`src/rtl/bytemask_pkg.sv`:
```
package bytemask_pkg;

  localparam int unsigned LANES_DEF  = 4;
  localparam int unsigned LANE_W_DEF = 8;
  localparam int unsigned RD_LAT_DEF = 2;

  // A lane passes when its gate is open and its mask bit is clear.
  function automatic logic lane_pass(input logic gate, input logic masked);
    return gate & ~masked;
  endfunction

  // Value a read-mask stage captures: write cycles contribute no masking.
  function automatic logic capture_bit(input logic write_cycle, input logic masked);
    return ~write_cycle & masked;
  endfunction

endpackage

```
`src/rtl/bytemask_wr_gate.sv`:
```
module bytemask_wr_gate
  import bytemask_pkg::*;
#(
  parameter int unsigned LANES = LANES_DEF
) (
  input  logic             cke,
  input  logic             wr_phase,
  input  logic [LANES-1:0] mask,
  output logic [LANES-1:0] lane_en
);

  logic wr_open;
  assign wr_open = cke & wr_phase;

  for (genvar g = 0; g < LANES; g++) begin : g_lane
    assign lane_en[g] = lane_pass(wr_open, mask[g]);
  end

endmodule

```
`src/rtl/bytemask_rd_pipe.sv`:
```
module bytemask_rd_pipe
  import bytemask_pkg::*;
#(
  parameter int unsigned LANES = LANES_DEF,
  parameter int unsigned DEPTH = RD_LAT_DEF
) (
  input  logic             clk,
  input  logic             rst_n,
  input  logic             cke,
  input  logic             wr_phase,
  input  logic [LANES-1:0] mask,
  output logic [LANES-1:0] capture,
  output logic [LANES-1:0] pipe_out
);

  logic [LANES-1:0] stage_q [DEPTH];

  for (genvar l = 0; l < LANES; l++) begin : g_cap
    assign capture[l] = capture_bit(wr_phase, mask[l]);
  end

  for (genvar s = 0; s < DEPTH; s++) begin : g_stage
    logic [LANES-1:0] stage_d;
    if (s == 0) begin : g_head
      assign stage_d = capture;
    end else begin : g_body
      assign stage_d = stage_q[s-1];
    end

    always_ff @(posedge clk or negedge rst_n) begin
      if (!rst_n) begin
        stage_q[s] <= '0;
      end else if (cke) begin
        stage_q[s] <= stage_d;
      end
    end
  end

  assign pipe_out = stage_q[DEPTH-1];

endmodule

```
`src/rtl/bytemask_lane_expand.sv`:
```
module bytemask_lane_expand
  import bytemask_pkg::*;
#(
  parameter int unsigned LANES  = LANES_DEF,
  parameter int unsigned LANE_W = LANE_W_DEF,
  localparam int unsigned BITS  = LANES * LANE_W
) (
  input  logic [LANES-1:0] lane_in,
  output logic [BITS-1:0]  bit_out
);

  for (genvar g = 0; g < LANES; g++) begin : g_lane
    assign bit_out[g*LANE_W +: LANE_W] = {LANE_W{lane_in[g]}};
  end

endmodule

```
`src/rtl/bytemask_unit.sv`:
```
module bytemask_unit
  import bytemask_pkg::*;
#(
  parameter int unsigned LANES  = LANES_DEF,
  parameter int unsigned LANE_W = LANE_W_DEF,
  parameter int unsigned RD_LAT = RD_LAT_DEF,
  localparam int unsigned BITS  = LANES * LANE_W
) (
  input  logic             clk,
  input  logic             rst_n,
  input  logic             cke,
  input  logic             wr_phase,
  input  logic [LANES-1:0] dq_mask,
  input  logic             rd_valid,
  output logic [LANES-1:0] wr_lane_en,
  output logic [BITS-1:0]  wr_bit_en,
  output logic [LANES-1:0] rd_lane_oe,
  output logic [BITS-1:0]  rd_bit_oe
);

  // Named internal events, visible to the bound checker.
  logic [LANES-1:0] rd_capture;
  logic [LANES-1:0] rd_mask_due;

  bytemask_wr_gate #(.LANES(LANES)) u_wr_gate (
    .cke      (cke),
    .wr_phase (wr_phase),
    .mask     (dq_mask),
    .lane_en  (wr_lane_en)
  );

  bytemask_rd_pipe #(.LANES(LANES), .DEPTH(RD_LAT)) u_rd_pipe (
    .clk      (clk),
    .rst_n    (rst_n),
    .cke      (cke),
    .wr_phase (wr_phase),
    .mask     (dq_mask),
    .capture  (rd_capture),
    .pipe_out (rd_mask_due)
  );

  for (genvar g = 0; g < LANES; g++) begin : g_oe
    assign rd_lane_oe[g] = lane_pass(rd_valid, rd_mask_due[g]);
  end

  bytemask_lane_expand #(.LANES(LANES), .LANE_W(LANE_W)) u_wr_expand (
    .lane_in (wr_lane_en),
    .bit_out (wr_bit_en)
  );

  bytemask_lane_expand #(.LANES(LANES), .LANE_W(LANE_W)) u_rd_expand (
    .lane_in (rd_lane_oe),
    .bit_out (rd_bit_oe)
  );

endmodule

```
`config.mk`:
```
export PLATFORM = sky130hd
export DESIGN_NAME = bytemask_unit
export DESIGN_NICKNAME = d
export VERILOG_FILES = /design/src/rtl/bytemask_pkg.sv /design/src/rtl/bytemask_wr_gate.sv /design/src/rtl/bytemask_rd_pipe.sv /design/src/rtl/bytemask_lane_expand.sv /design/src/rtl/bytemask_unit.sv
export SDC_FILE = /design/constraint.sdc
export NUM_CORES = 1
export LEC_CHECK = 0
export BUFFER_PORTS_ARGS = -buffer_cell sky130_fd_sc_hd__buf_4
export CAP_MARGIN = 15
export CORE_ASPECT_RATIO = 1.2
export CORE_UTILIZATION = 36
export DETAILED_ROUTE_END_ITERATION = 16
export HOLD_SLACK_MARGIN = 0.02
export PLACE_DENSITY = 0.76
export SYNTH_ARGS = -nofsm -noshare
export SYNTH_HDL_FRONTEND = slang
export SYNTH_SLANG_ARGS = --single-unit
```
`constraint.sdc`:
```
create_clock -name clk -period 1.7 [get_ports clk]
set_input_delay 0.425 -clock clk [delete_from_list [all_inputs] [get_ports clk]]
set_output_delay 0.425 -clock clk [all_outputs]
set_load 0.005 [all_outputs]
```
; Word level (Yosys, flattened, before mapping)
; Cells that the tools add are included.
[totals]
regBits = 8
latch_bits = 0
mem_bits_rw = 0
romBits = 0
input_bits = 9
output_inout_bits = 72
elab_cells = 24
n_memories = 0
[op_classes]
addsub = 0
multipliers = 0
n_div = 0
order_cmp = 0
n_eq_ne = 0
shift = 0
n_mux = 0
bitwise = 22
n_reduce_logical = 0
[op_table]
columns = op, count
row1 = bitwise AND 1 bit, 13
row2 = NOT 1 bit, 9

; Logic depth before layout (Yosys ltp)
[depth]
depth_word = 2
mapped_depth = 4
mapped_depth_nobuf = 2

; Hierarchy
; From an unflattened synthesis, not the netlist that was laid out.
[unflattened]
hier_cells = 93
area_unflattened_um2 = 907.1
[modules_own_cells]
columns = mod, instances, cells_each, area_per_inst_um2, seq_area_each_um2
row1 = bytemask_lane_expand, 2, 32, 240.2, 0.0
row2 = bytemask_rd_pipe, 1, 21, 356.6, 200.2
row3 = bytemask_unit, 1, 4, 35.0, 0.0
row4 = bytemask_wr_gate, 1, 4, 35.0, 0.0

; Least setup slack after synthesis
; No wires, ideal clock.
[synth_path]
path_kind = in2out
from = input cke
to = output wr_bit_en[10]
arrival_ps = 1140
required_ps = 1275
slack_ps = 135
stages = 4
path_buffers = 2
cell_sequence = buf_6 nand2_2 nor2_1 buf_4
[synth_between]
elab_chain_cells = 2
[synth_lines]
columns = item, line
row1 = "start, declared", bytemask_unit.sv:11  ; input logic cke,
row2 = bitwise AND 1 bit, bytemask_wr_gate.sv:13  ; assign wr_open = cke & wr_phase;
row3 = bitwise AND 1 bit, bytemask_pkg.sv:9  ; return gate & ~masked;
row4 = "end, declared", bytemask_unit.sv:16  ; output logic [BITS-1:0] wr_bit_en,
; Every way passes these cells.

; Worst setup path after layout
[layout_path]
from = register u_rd_pipe.stage_q, in the netlist u_rd_pipe.pipe_out[1]
to = output rd_bit_oe[15]
[layout_between]
elab_chain_cells = 2
[layout_lines]
columns = item, line
row1 = "start, declared", bytemask_rd_pipe.sv:16  ; logic [LANES-1:0] stage_q [DEPTH];
row2 = "start signal, assigned by index", bytemask_rd_pipe.sv:34  ; stage_q[s] <= stage_d;
row3 = NOT 1 bit, bytemask_pkg.sv:9
row4 = bitwise AND 1 bit, bytemask_pkg.sv:9
row5 = "end, declared", bytemask_unit.sv:18  ; output logic [BITS-1:0] rd_bit_oe
; Every way passes these cells.

==> results.json <==
{
  "outcome": "finished clean",
  "drt-total-wl_mm": 1.407,
  "grt_max_degree": 13,
  "syn_to_final_growth_pct": 28.93,
  "min_period_ps": 1421,
  "synth-xor-area-share_pct": 0,
  "combPwrFrac_pct": 45.1,
  "synth_edf_count": 0,
  "synth_cell_types": 11,
  "hpwl_mm": 1.196,
  "p_int_uw": 475.1,
  "num_vias": 624,
  "synth_area_per_cell_sq_um": 8.695,
  "viasPerCell": 4.000,
  "min_period_over_period_pct": 83.59,
  "drv_cap": 0,
  "synth_top_family_by_area": "buffers and inverters",
  "path_class": "reg -> out",
  "grt_pass1_wl_mm": 1.863,
  "finalClockSkew_ps": 0.1340,
  "antenna_cells": 0,
  "cts_buffer_depth": 2,
  "synth_top_area_cell": "buf_4",
  "ys_top_cells_by_area": "buf_4, dfrtp_1, mux2_2",
  "tightest_slew_ps": 150.3,
  "drc": 0,
  "rsz0062_at_grt": "no",
  "nNetsFinal": 137,
  "worstPathArrival_ps": 1000,
  "die_area_sq_um": 2566,
  "end_kind": "output port",
  "ys_ff_latch": 8,
  "wire_per_inst_um": 9.019,
  "synthMuxAreaShare_pct": 5.727,
  "hold_path_class": "in -> reg",
  "ctsRootBufferMaster": "clkbuf_4",
  "netlist_instances": 98,
  "fmax_mhz": 703.7,
  "cp.required_ps": 1270,
  "hold_violations": 0,
  "crit_fanout": 9,
  "grt_overflow": 0,
  "synth_adder_area_share_pct": 0,
  "syn_nets": 107,
  "seq_area_sq_um": 200.2,
  "worstSetupStartpointType": "flop",
  "switching_power_uw": 169.3,
  "clock_sinks": 8,
  "cts_tree": "built",
  "final_layout_size_suffix_gt1_share_pct": 76.98,
  "io_buffers": 80,
  "yosysMostFrequentCell": "buf_4",
  "fp.coreArea_sq_um": 2140,
  "start_util_pct": 39.82,
  "switching_share_pct": 26.27,
  "pwr-share-seq_pct": 33.9,
  "power_leakage_nw": 0.6413,
  "firstDrtPassIters": 4,
  "powerDensity_nw_per_um2": 586.5,
  "cts_max_level": 1,
  "yosysWarningCount": 0,
  "async_reset_ff_share_pct": 100.0,
  "nFillCells": 198,
  "clockPowerShare_pct": 21.0,
  "whs_ps": 424.3,
  "slew-limit-headroom_pct": 89.88,
  "syn-cell-area_sq_um": 852.1,
  "synth-main-ff-cell": "dfrtp_1",
  "synth_top_area_share_pct": 56.39,
  "globalRouteTotalUtil_pct": 9.829,
  "postCtsSetupRepairBufs": 0,
  "setup_viol": 0,
  "yosys-top-cells-count": "buf_4, dfrtp_1",
  "synth_compound_area_share_pct": 2.349,
  "die_x_um": 46.41,
  "ys_seq_area_share_pct": 23.49,
  "io_pins": 81,
  "clock_latency_ps": 240,
  "power_uw": 644.3,
  "fp.dieH_um": 55.30,
  "yosys.area_share.simple_pct": 8.957,
  "drt_iter0_drc": 6,
  "gp_congestion": 0.6699,
  "tns_ps": 0,
  "peakVddDrop_mv": 0.3193,
  "grt_pass1_vias": 452,
  "clk_transition_reported_paths_ps": 50,
  "antenna_found_initial": 0,
  "cts_buffers": 3,
  "placementRows": 18,
  "slew_violations": 0,
  "multi_input_area_sq_um": 145.1,
  "antenna_left": 0
}
[what timing repair did]
action	4_1_cts	5_1_grt
endpoints found under the setup margin	0	0
gates resized for setup	0	0
hold buffers	1	0
endpoints found under the hold margin	8	0
[state kept, by name (all words and copies together) (netlist names)]
signal	count
u_rd_pipe.pipe_out	4
u_rd_pipe.g_stage.stage_d	4
[final timing paths]
| path | start | end | slack, ps | cells past startpoint |
|---|---|---|---|---|
| max | u_rd_pipe.pipe_out[1]$_DFFE_PN0P_ | rd_bit_oe[15] | 280 | 3 |
| min | dq_mask[1] | u_rd_pipe.g_stage[1].stage_d[1]$_DFFE_PN0P_ | 420 | 3 |
| max reg2reg | u_rd_pipe.pipe_out[3]$_DFFE_PN0P_ | u_rd_pipe.pipe_out[3]$_DFFE_PN0P_ | 940 | 1 |
| min reg2reg | u_rd_pipe.g_stage[1].stage_d[1]$_DFFE_PN0P_ | u_rd_pipe.pipe_out[1]$_DFFE_PN0P_ | 510 | 1 |
| max in group asynchronous | rst_n | u_rd_pipe.g_stage[1].stage_d[3]$_DFFE_PN0P_ | 1040 | 2 |
| min in group asynchronous | rst_n | u_rd_pipe.g_stage[1].stage_d[2]$_DFFE_PN0P_ | 530 | 2 |
[cell type report]
| class | instances | share of cell area [%] |
|---|---|---|
| clock buffer | 3 | 2.050 |
| timing repair buffer | 90 | 61.73 |
| inverter | 4 | 1.367 |
| tap | 30 | 3.417 |
| multi-input combinational | 21 | 13.21 |
| sequential | 8 | 18.22 |
[power groups by stage]
stage | Clock (mW) | Combinational (mW) | Sequential, mW
floorplan | 0 | 0.216 | 0.219
global placement | 0 | 0.287 | 0.221
detailed placement | 0 | 0.293 | 0.223
CTS | 0.144 | 0.295 | 0.219
global route | 0.156 | 0.319 | 0.221
finish | 0.135 | 0.290 | 0.219
[per-layer routing]
metal	up-vias	GRT usage [%]	routed length (um)
li1	294	-	-
met1	250	10.63	496
met2	80	15.87	607
met3	0	2.614	302
met4	0	6.303	0
met5	-	0	0
[stage by stage]
| step | cell area, sq um | util [%] | setup WS [ps] | instances |
|---|---|---|---|---|
| 2_1_floorplan | 852.1 | - | 135.4 | 98 |
| 3_3_place_gp | 1066 | 49.82 | 308.8 | 152 |
| 3_5_place_dp | 1066 | 49.82 | 310.9 | 152 |
| 4_1_cts | 1099 | 51.35 | 255.8 | 156 |
| 5_1_grt | 1099 | 51.35 | 159.4 | 156 |
| 6_report | 1099 | 51.35 | 279.0 | 156 |
[logic make-up after synthesis]
family                 Yosys count
AOI/OAI and AO/OA                4
and+or+nand+nor                 13
DFF                              8
muxes                            4
buffers and inverters           69
[worst max-delay path, cell delays in order, from the launching register on]
cell and delay, ps:
dfrtp_1 370, nor2b_1 100, buf_4 160, buf_4 120
[cell usage in the layout (no fill, tap or decap)]
| cell type | netlist | routed |
|---|---|---|
| nor2b_1 | 4 | 4 |
| mux2_4 | 1 | 1 |
| buf_4 | 64 | 89 |
| nor2_1 | 4 | 4 |
| dfrtp_1 | 8 | 8 |
| nand2_2 | 1 | 1 |
| inv_1 | 4 | 4 |
| mux2_2 | 3 | 3 |
| o21ai_0 | 4 | 4 |
| nand3b_1 | 4 | 4 |
| dlygate4sd3_1 | 0 | 1 |
| clkbuf_4 | 0 | 3 |
Note: power is estimated with default switching activity, not from simulation.
